[config.mk]
export PLATFORM = sky130hd
export DESIGN_NAME = pio_strobe_seq
export DESIGN_NICKNAME = d
export VERILOG_FILES = /design/src/rtl/pio_seq_pkg.sv /design/src/rtl/pio_timing_sel.sv /design/src/rtl/pio_phase_ctr.sv /design/src/rtl/pio_seq_fsm.sv /design/src/rtl/pio_strobe_seq.sv
export SDC_FILE = /design/constraint.sdc
export NUM_CORES = 1
export LEC_CHECK = 0
export ABC_AREA = 1
export BUFFER_PORTS_ARGS = -buffer_cell sky130_fd_sc_hd__buf_4
export CAP_MARGIN = 20
export CELL_PAD_IN_SITES_DETAIL_PLACEMENT = 1
export CELL_PAD_IN_SITES_GLOBAL_PLACEMENT = 1
export CORE_MARGIN = 3
export CORE_UTILIZATION = 32
export CTS_CLUSTER_SIZE = 28
export DETAILED_ROUTE_END_ITERATION = 6
export GPL_TIMING_DRIVEN = 0
export PLACE_DENSITY_LB_ADDON = 0.12
export SLEW_MARGIN = 15
export SYNTH_ARGS = -nofsm -noshare
export SYNTH_HDL_FRONTEND = slang
export SYNTH_SLANG_ARGS = --single-unit
[constraint.sdc]
create_clock -name clk -period 2.5 [get_ports clk]
set_clock_uncertainty 0.15 [all_clocks]
set_input_delay 0.5 -clock clk [delete_from_list [all_inputs] [get_ports clk]]
set_output_delay 0.5 -clock clk [all_outputs]
set_load 0.02 [all_outputs]
[src/rtl/pio_seq_pkg.sv]
package pio_seq_pkg;

    localparam int PIO_CNT_W  = 8;
    localparam int PIO_WORD_W = 4 * PIO_CNT_W;

    typedef logic [PIO_CNT_W-1:0] pio_cnt_t;

    // Field order fixed: recovery high byte, setup low byte.
    typedef struct packed {
        pio_cnt_t recov;
        pio_cnt_t hold;
        pio_cnt_t strobe;
        pio_cnt_t setup;
    } pio_timing_t;

    typedef enum logic [2:0] {
        PH_IDLE   = 3'd0,
        PH_SETUP  = 3'd1,
        PH_STROBE = 3'd2,
        PH_HOLD   = 3'd3,
        PH_RECOV  = 3'd4
    } pio_phase_e;

    // Terminal count of the phase currently running.
    function automatic pio_cnt_t phase_limit(input pio_timing_t tw, input pio_phase_e ph);
        pio_cnt_t lim;
        case (ph)
            PH_SETUP:  lim = tw.setup;
            PH_STROBE: lim = tw.strobe;
            PH_HOLD:   lim = tw.hold;
            PH_RECOV:  lim = tw.recov;
            default:   lim = '0;
        endcase
        return lim;
    endfunction

    // Phase that follows the given one once its count expires.
    function automatic pio_phase_e phase_after(input pio_phase_e ph);
        pio_phase_e nx;
        case (ph)
            PH_SETUP:  nx = PH_STROBE;
            PH_STROBE: nx = PH_HOLD;
            PH_HOLD:   nx = PH_RECOV;
            default:   nx = PH_IDLE;
        endcase
        return nx;
    endfunction

    function automatic logic phase_has_addr(input pio_phase_e ph);
        return (ph == PH_SETUP) || (ph == PH_STROBE) || (ph == PH_HOLD);
    endfunction

endpackage

[src/rtl/pio_timing_sel.sv]
module pio_timing_sel
    import pio_seq_pkg::*;
#(
    parameter int CTRL_VARIANT = 2
) (
    input  logic        clk,
    input  logic        rst,
    input  logic        dev_wr,
    input  logic        dev_bit,
    input  logic        is_data,
    input  pio_timing_t tim_compat,
    input  pio_timing_t tim_fast0,
    input  pio_timing_t tim_fast1,
    output pio_timing_t sel_word
);

    generate
        if (CTRL_VARIANT > 1) begin : g_fast
            logic dev_q;

            always_ff @(posedge clk) begin
                if (rst) begin
                    dev_q <= 1'b0;
                end else if (dev_wr) begin
                    dev_q <= dev_bit;
                end
            end

            always_comb begin
                if (!is_data) begin
                    sel_word = tim_compat;
                end else if (dev_q) begin
                    sel_word = tim_fast1;
                end else begin
                    sel_word = tim_fast0;
                end
            end

            // without a load the latched device stays put
            a_r11_dev_hold: assert property (@(posedge clk) disable iff (rst)
                !dev_wr |=> $stable(dev_q));

            // non-data accesses never pick a fast word
            a_r8_compat_for_regs: assert property (@(posedge clk) disable iff (rst)
                (!is_data && (tim_fast0 != tim_compat) && (tim_fast1 != tim_compat))
                    |-> (sel_word != tim_fast0) && (sel_word != tim_fast1));
        end else begin : g_compat
            assign sel_word = tim_compat;
        end
    endgenerate

endmodule

[src/rtl/pio_phase_ctr.sv]
module pio_phase_ctr
    import pio_seq_pkg::*;
(
    input  logic     clk,
    input  logic     rst,
    input  logic     clear,
    input  pio_cnt_t limit,
    output logic     last
);

    pio_cnt_t cnt;

    always_ff @(posedge clk) begin
        if (rst) begin
            cnt <= '0;
        end else if (clear) begin
            cnt <= '0;
        end else begin
            cnt <= cnt + 1'b1;
        end
    end

    assign last = (cnt == limit);

    // the counter never runs past the phase limit (no wrap at 255)
    a_r3_no_overflow: assert property (@(posedge clk) disable iff (rst)
        cnt <= limit);

endmodule

[src/rtl/pio_seq_fsm.sv]
module pio_seq_fsm
    import pio_seq_pkg::*;
#(
    parameter int DATA_W = 16
) (
    input  logic              clk,
    input  logic              rst,
    input  logic              start,
    input  logic              is_write,
    input  pio_timing_t       sel_word,
    input  logic [DATA_W-1:0] bus_rd_data,
    input  logic              cnt_last,
    output pio_cnt_t          cnt_limit,
    output logic              cnt_clear,
    output logic              busy,
    output logic              addr_vld,
    output logic              rd_strobe,
    output logic              wr_strobe,
    output logic              data_oe,
    output logic              done,
    output logic [DATA_W-1:0] rd_data
);

    pio_phase_e        ph_q;
    pio_timing_t       tw_q;
    logic              wr_q;
    logic              done_q;
    logic [DATA_W-1:0] rd_q;

    always_ff @(posedge clk) begin
        if (rst) begin
            ph_q   <= PH_IDLE;
            tw_q   <= '0;
            wr_q   <= 1'b0;
            done_q <= 1'b0;
            rd_q   <= '0;
        end else begin
            done_q <= (ph_q == PH_RECOV) && cnt_last;
            if (ph_q == PH_IDLE) begin
                if (start) begin
                    ph_q <= PH_SETUP;
                    tw_q <= sel_word;
                    wr_q <= is_write;
                end
            end else if (cnt_last) begin
                ph_q <= phase_after(ph_q);
                if ((ph_q == PH_STROBE) && !wr_q) begin
                    rd_q <= bus_rd_data;
                end
            end
        end
    end

    assign cnt_limit = phase_limit(tw_q, ph_q);
    assign cnt_clear = (ph_q == PH_IDLE) || cnt_last;

    assign busy      = (ph_q != PH_IDLE);
    assign addr_vld  = phase_has_addr(ph_q);
    assign rd_strobe = (ph_q == PH_STROBE) && !wr_q;
    assign wr_strobe = (ph_q == PH_STROBE) && wr_q;
    assign data_oe   = wr_q && ((ph_q == PH_STROBE) || (ph_q == PH_HOLD));
    assign done      = done_q;
    assign rd_data   = rd_q;

    // one direction only
    a_r4_strobe_excl: assert property (@(posedge clk) disable iff (rst)
        !(rd_strobe && wr_strobe));

    // a strobe always sits inside the address-valid window
    a_r2_strobe_in_addr: assert property (@(posedge clk) disable iff (rst)
        (rd_strobe || wr_strobe) |-> addr_vld);

    // completion pulse lasts one cycle and is never seen while busy
    a_r6_done_single: assert property (@(posedge clk) disable iff (rst)
        done |=> !done);
    a_r6_done_idle: assert property (@(posedge clk) disable iff (rst)
        done |-> !busy);

    // the captured word cannot change while a transfer runs
    a_r10_word_frozen: assert property (@(posedge clk) disable iff (rst)
        busy |=> $stable(tw_q));

    // read data is the bus value at the edge ending the strobe
    a_r4_capture: assert property (@(posedge clk) disable iff (rst)
        $fell(rd_strobe) |-> (rd_data == $past(bus_rd_data)));

    // writes drive data but never disturb the read register
    a_r5_oe_not_read: assert property (@(posedge clk) disable iff (rst)
        data_oe |-> !rd_strobe);
    a_r5_rd_kept: assert property (@(posedge clk) disable iff (rst)
        wr_strobe |=> $stable(rd_data));

endmodule

[src/rtl/pio_strobe_seq.sv]
module pio_strobe_seq
    import pio_seq_pkg::*;
#(
    parameter int CTRL_VARIANT = 2,
    parameter int DATA_W       = 16
) (
    input  logic                  clk,
    input  logic                  rst,
    input  logic                  start,
    input  logic                  is_write,
    input  logic                  is_data,
    input  logic                  dev_wr,
    input  logic                  dev_bit,
    input  logic [PIO_WORD_W-1:0] tim_compat,
    input  logic [PIO_WORD_W-1:0] tim_fast0,
    input  logic [PIO_WORD_W-1:0] tim_fast1,
    input  logic [DATA_W-1:0]     bus_rd_data,
    output logic                  busy,
    output logic                  addr_vld,
    output logic                  rd_strobe,
    output logic                  wr_strobe,
    output logic                  data_oe,
    output logic                  done,
    output logic [DATA_W-1:0]     rd_data
);

    pio_timing_t sel_word;
    pio_cnt_t    cnt_limit;
    logic        cnt_clear;
    logic        cnt_last;

    pio_timing_sel #(
        .CTRL_VARIANT(CTRL_VARIANT)
    ) u_sel (
        .clk       (clk),
        .rst       (rst),
        .dev_wr    (dev_wr),
        .dev_bit   (dev_bit),
        .is_data   (is_data),
        .tim_compat(pio_timing_t'(tim_compat)),
        .tim_fast0 (pio_timing_t'(tim_fast0)),
        .tim_fast1 (pio_timing_t'(tim_fast1)),
        .sel_word  (sel_word)
    );

    pio_phase_ctr u_ctr (
        .clk  (clk),
        .rst  (rst),
        .clear(cnt_clear),
        .limit(cnt_limit),
        .last (cnt_last)
    );

    pio_seq_fsm #(
        .DATA_W(DATA_W)
    ) u_fsm (
        .clk        (clk),
        .rst        (rst),
        .start      (start),
        .is_write   (is_write),
        .sel_word   (sel_word),
        .bus_rd_data(bus_rd_data),
        .cnt_last   (cnt_last),
        .cnt_limit  (cnt_limit),
        .cnt_clear  (cnt_clear),
        .busy       (busy),
        .addr_vld   (addr_vld),
        .rd_strobe  (rd_strobe),
        .wr_strobe  (wr_strobe),
        .data_oe    (data_oe),
        .done       (done),
        .rd_data    (rd_data)
    );

    // start while busy never restarts the setup phase
    a_r7_no_restart: assert property (@(posedge clk) disable iff (rst)
        (busy && !done) |=> (busy || done));

endmodule

==> results of run 1 <==
cell families (layout without fill, tap and decap cells):
family,after synthesis,in the layout,synth area share (%)
AO/OA/AOI/OAI,142,142,21.2
XOR/XNOR,3,3,0.783
adder cells (fa/ha/maj),1,1,0.373
flip-flops,62,62,37.0
buffers and inverters,72,228,9.21
AND/OR/NAND/NOR,258,258,31.5
registers in the layout, summed over array words and instances, names as in the netlist:
| name | cells |
|---|---|
| u_fsm.tw_q | 32 |
| u_fsm.rd_data | 16 |
| u_ctr.cnt | 8 |
| u_fsm.ph_q | 3 |
| u_fsm.done | 1 |
| u_fsm.wr_q | 1 |
| u_sel.g_fast.dev_q | 1 |
worst register-to-register path: stages, from the launching register on:
cell and delay [ns]:
dfxtp_2 0.37, buf_4 0.18, buf_4 0.20, nand3_1 0.10, o21ai_1 0.14, o21ai_0 0.11
nand2_1 0.11, nand2_1 0.07, nor2_1 0.12, nand2_2 0.11, inv_2 0.07, nand2_2 0.08
buf_2 0.21, nor2_1 0.12, nor2_1 0.05
power breakdown:
| part | total, mW | internal (mW) | switching, mW |
|---|---|---|---|
| clock | 1.08 | 0.661 | 0.417 |
| combinational | 1.45 | 0.537 | 0.909 |
| sequential | 1.34 | 1.20 | 0.136 |
placed cells by master (no fill, tap or decap), drive strengths merged:
master,synthesis,final
inv,37,37
o21ai,76,76
clkbuf,20,31
nor3b,2,2
clkinvlp,0,2
clkinv,2,3
nand3,23,23
a21oi,66,66
xor2,3,3
ha,1,1
buf,13,152
nor3,4,4
dfxtp,62,62
nand4,14,14
nand2,87,87
bufinv,0,3
nor2,128,128
final cells by class:
type,count,area (µm²)
buffer,33,169
multi-input combinational,404,1820
tap,133,166
clock buffer,10,128
clock inverter,6,110
fill,1389,5160
timing repair buffer,140,1050
inverter,39,146
sequential,62,1240
routing by layer:
layer | wire length (µm) | GRT usage [%]
met5 | 0 | 0
met4 | 144 | 4.96
met3 | 535 | 5.01
met2 | 6220 | 37.9
met1 | 5140 | 24.4
through the flow:
stage          cell area [µm²]  hold WS [ns]
5_1_grt                   4830         0.158
3_3_place_gp              4570         0.288
2_1_floorplan             3360         0.277
6_report                  4830         0.171
3_5_place_dp              4570         0.313
4_1_cts                   4810         0.159
how the worst max path moves through the flow:
| stage | startpoint | to | cells after the start |
|---|---|---|---|
| final | u_fsm.ph_q[1] | u_fsm.rd_data[10] | 14 |
| after global routing | u_fsm.ph_q[0] | u_fsm.rd_data[10] | 14 |
| after CTS | u_fsm.ph_q[1] | u_fsm.rd_data[10] | 13 |
| after detailed placement | u_fsm.ph_q[0] | u_fsm.rd_data[10] | 14 |
| after global placement | u_fsm.ph_q[0] | u_fsm.rd_data[10] | 14 |
| after floorplan | u_fsm.ph_q[0] | u_fsm.rd_data[10] | 16 |
timing repair:
| item | 4_1_cts | 5_1_grt |
|---|---|---|
| resized for setup | 0 | 9 |
| setup endpoints to repair | 0 | 19 |
| hold buffers | 0 | 0 |
| endpoints found under the hold margin | 0 | 0 |
| buffers inserted | 0 | 0 |
==> flow_summary.toml, run 1 <==
[sta]
setup-tns-final_ns = 0
finalCritPeriodShare_pct = 90.7
fmax_mhz = 441
setup_slack_ns = 0.232
setup_violations = 0
relSlewSlack_pct = 67.1
period_minus_slack_ns = 2.27
worst_pin_slew_ns = 0.494
slew_violations = 0
hold_viol_final = 0
rsz0062_at_grt = "false"

[yosys]
synth_top_area_share_pct = 37.0
yosys_warnings = 0
syn_nets = 658
synth_common_cells = "nor2_1, nand2_1, o21ai_0, a21oi_1, dfxtp_1"
yosysUniqueCellTypes = 22
syn_avg_cell_area_um2 = 6.24
synth_top_area_cell = "dfxtp_1"
synthCells = 538
synth.most_common_cell = "nor2_1"
ys_top_cells_by_area = "dfxtp_1, nor2_1, o21ai_0"
synthArstFlopShare_pct = 0
ys_seq_area_share_pct = 37.0
synth_ff_type = "dfxtp_1"
syn-cell-area_um2 = 3360
ys_seq_elements = 62
synth_edf_count = 0

[finish]
num-nets-final = 809
final_util_pct = 48.3
diodes = 0
syn_to_final_growth_pct = 44.0
layout.cells.non_filler = 827
drive_gt1_share_pct = 25.5

[place]
io_buffers = 140
place_ws_ns = 0.167
place_inst = 811
gp_congestion = 0.888
dp_hpwl_um = 9780

[die]
start_util_pct = 33.6
row_count = 36
die_x_um = 108
pin_count = 141
die_y_um = 108
fp.dieArea_um2 = 11800
coreArea_um2 = 10000

[setup_path]
crit_type = "reg -> reg"
regToRegSetupSlack_ns = 0.23
r2r_cells = 14
path_delay_family = "simple AND/OR/NAND/NOR gates"
path_cells = "buf_4 > buf_4 > nand3_1 > o21ai_1 > o21ai_0 > nand2_1 > nand2_1 > nor2_1 > nand2_2 > inv_2 > nand2_2 > buf_2 > nor2_1 > nor2_1"
cp_slowest_stage_delay_ns = 0.37
arrival_ns = 2.37
cpMostUsedCell = "nor2_1"
required_ns = 2.60
start_kind = "register"
timing.rr.start = "u_fsm.ph_q[1]"
cp_slowest_cell = "dfxtp_2"
path_max_fanout = 10
reg2reg_to = "u_fsm.rd_data[10]"
crit_buf_inv = 4
cp-end-kind = "register"

[clock_tree]
cts_tree = "done"
insertion_delay_ns = 0.35
numCtsBuffers = 9
cts.sinks = 62
clk_pin_slew_ns = 0.07
h-tree-depth = 3
clockBufferDepth = 2
clock-root-buffer = "clkbuf_8"

[power]
p_leak_nw = 2.37
vdd_drop_max_uv = 358
total_power_mw = 3.86
p_per_area_nw_per_um2 = 799

[worst_hold_path]
min_to = "u_sel.g_fast.dev_q"
worstHoldStart = "rst"
min_path_type = "in -> reg"
hold_path_depth = 2

[global_route]
grt-ovfl-total = 0
grt_max_degree = 12
grt_pass1_vias = 4193
grt_pass1_wl_um = 19300
grt.total_usage_pct = 20.8
antenna_found_initial = 0

[outcome]
status = "finished clean"

[job]
cap_violations = 0

[detailed_routing]
num_vias = 4024
postRouteAntennaNets = 0
drt_iter0_markers = 110
drc = 0
avgRoutedWirePerCell_um = 14.6
viasPerCell = 4.87
first_pass_iters = 5
drt-total-wl_um = 12000
Power figures use the tool's default switching activity.
==> inputs of run 2 (changes only) <==
--- a/config.mk
+++ b/config.mk
@@ -10,6 +10,7 @@
 export CAP_MARGIN = 20
 export CELL_PAD_IN_SITES_DETAIL_PLACEMENT = 1
 export CELL_PAD_IN_SITES_GLOBAL_PLACEMENT = 1
+export CORE_ASPECT_RATIO = 0.8
 export CORE_MARGIN = 3
 export CORE_UTILIZATION = 32
 export CTS_CLUSTER_SIZE = 28
==> run 2 against run 1 <==
Fmax decreased by 1.1%; first-iteration DRC count increased by 82%; critical path depth increased by 1; wire length increased by 0.23%; sequential power about the same; non-clock buffer count unchanged; register-to-register slack got worse by 0.02 ns; sequential share of layout area decreased by 0.17 points.
==> flow_summary.toml, run 2 (synthesis results as in run 1) <==
[setup_path]
cpMostUsedCell = "nand2_1"
crit_type = "reg -> reg"
start_kind = "register"
required_ns = 2.61
crit_buf_inv = 4
path_max_fanout = 10
arrival_ns = 2.40
cp_slowest_cell = "dfxtp_2"
cp_slowest_stage_delay_ns = 0.37
path_delay_family = "simple AND/OR/NAND/NOR gates"
cp-end-kind = "register"
path_cells = "buf_4 > buf_4 > nand3_1 > o21ai_1 > o21ai_0 > nand2_1 > nand2_1 > nor2_1 > nand2_2 > inv_2 > nand2_2 > buf_6 > nand2_1 > nand2_1 > nor2_1"

[place]
gp_congestion = 0.914
place_ws_ns = 0.0905
dp_hpwl_um = 9870
io_buffers = 140

[die]
row_count = 32
fp.dieArea_um2 = 11800
start_util_pct = 33.8
pin_count = 141
die_x_um = 121
coreArea_um2 = 9930
die_y_um = 97.6

[power]
p_per_area_nw_per_um2 = 806
vdd_drop_max_uv = 378
total_power_mw = 3.92
p_leak_nw = 2.39

[sta]
period_minus_slack_ns = 2.29
fmax_mhz = 436
setup_slack_ns = 0.208
finalCritPeriodShare_pct = 91.7
relSlewSlack_pct = 66.3
worst_pin_slew_ns = 0.505
setup-tns-final_ns = 0
hold_viol_final = 0
slew_violations = 0
setup_violations = 0

[clock_tree]
clock-root-buffer = "clkbuf_16"
insertion_delay_ns = 0.33
clockBufferDepth = 2
clk_pin_slew_ns = 0.05
numCtsBuffers = 9
h-tree-depth = 3
postCtsHoldBufs = 0
cts.sinks = 62
cts_tree = "done"

[finish]
registers.top_by_ff_count = "u_fsm.tw_q"
drive_gt1_share_pct = 24.8
nFillCells = 1374
diodes = 0
num-nets-final = 809
largest_reg_flops = 32
multi_input_area_um2 = 1810
syn_to_final_growth_pct = 44.9
layout_commonest_cell = "buf_4"
seq_area_um2 = 1240
layout_common_cells = "buf_4, nor2_1, nand2_1, o21ai_0, a21oi_1"

[worst_hold_path]
min_path_type = "in -> reg"

[detailed_routing]
drc = 0
postRouteAntennaNets = 0
viasPerCell = 4.83
first_pass_iters = 4
drt_iter0_markers = 200
num_vias = 4008
avgRoutedWirePerCell_um = 14.6
drt-total-wl_um = 12100

[global_route]
antenna_found_initial = 0
grt_pass1_vias = 4170
grt_pass1_wl_um = 19700
grt_max_degree = 11
grt-ovfl-total = 0
grt.total_usage_pct = 20.6

[job]
cap_violations = 0

[outcome]
status = "finished clean"
## run 2: per-stage QoR
stage | std cells | hold slack [ns] | area [µm²] | utilization (%)
final | 829 | 0.198 | 4870 | 49.0
after floorplan | 538 | 0.277 | 3360 | -
after detailed placement | 814 | 0.322 | 4580 | 46.1
after CTS | 829 | 0.190 | 4850 | 48.8
after global routing | 829 | 0.197 | 4870 | 49.0
after global placement | 814 | 0.293 | 4580 | 46.1
## run 2: power breakdown
group          total (mW)  internal (mW)  switching [mW]
registers            1.35           1.20           0.142
logic                1.45          0.539           0.912
clock network        1.12          0.717           0.406
## run 2: what timing repair did
item,CTS,global route
setup endpoints to repair,0,21
gates resized for setup,0,10
buffers inserted,0,0
## run 2: layout make-up
type / instances / area share [%]
inverter: 39 / 3.01
clock inverter: 1 / 0.103
sequential: 62 / 25.6
multi-input combinational: 404 / 37.2
timing repair buffer: 140 / 21.6
tap: 136 / 3.50
buffer: 33 / 3.57
clock buffer: 14 / 5.43
## run 2: path summary, 6_finish.rpt
path,from,end,slack [ns],cells after the start
worst min register to register,u_ctr.cnt[0],u_ctr.cnt[0],0.33,1
worst max register to register,u_fsm.ph_q[1],u_fsm.rd_data[8],0.21,15
worst max-delay path,u_fsm.ph_q[1],u_fsm.rd_data[8],0.21,15
worst min-delay path,rst,u_sel.g_fast.dev_q,0.20,2
## run 2: per-layer routing
metal / wire [µm] / vias to the layer above / track usage (%) / part of all wire [%]
li1: - / 2053 / - / -
met1: 5560 / 1856 / 26.5 / 46
met2: 5760 / 91 / 35.0 / 48
met3: 683 / 8 / 5.47 / 5.7
met4: 73 / 0 / 3.57 / 0.60
met5: 0 / - / 0 / 0
## run 2: worst register-to-register path, stage by stage (launching register included)
cell,delay (ns)
dfxtp_2,0.37
buf_4,0.18
buf_4,0.19
nand3_1,0.09
o21ai_1,0.13
o21ai_0,0.11
nand2_1,0.12
nand2_1,0.06
nor2_1,0.12
nand2_2,0.12
inv_2,0.07
nand2_2,0.08
buf_6,0.17
nand2_1,0.07
nand2_1,0.05
nor2_1,0.12
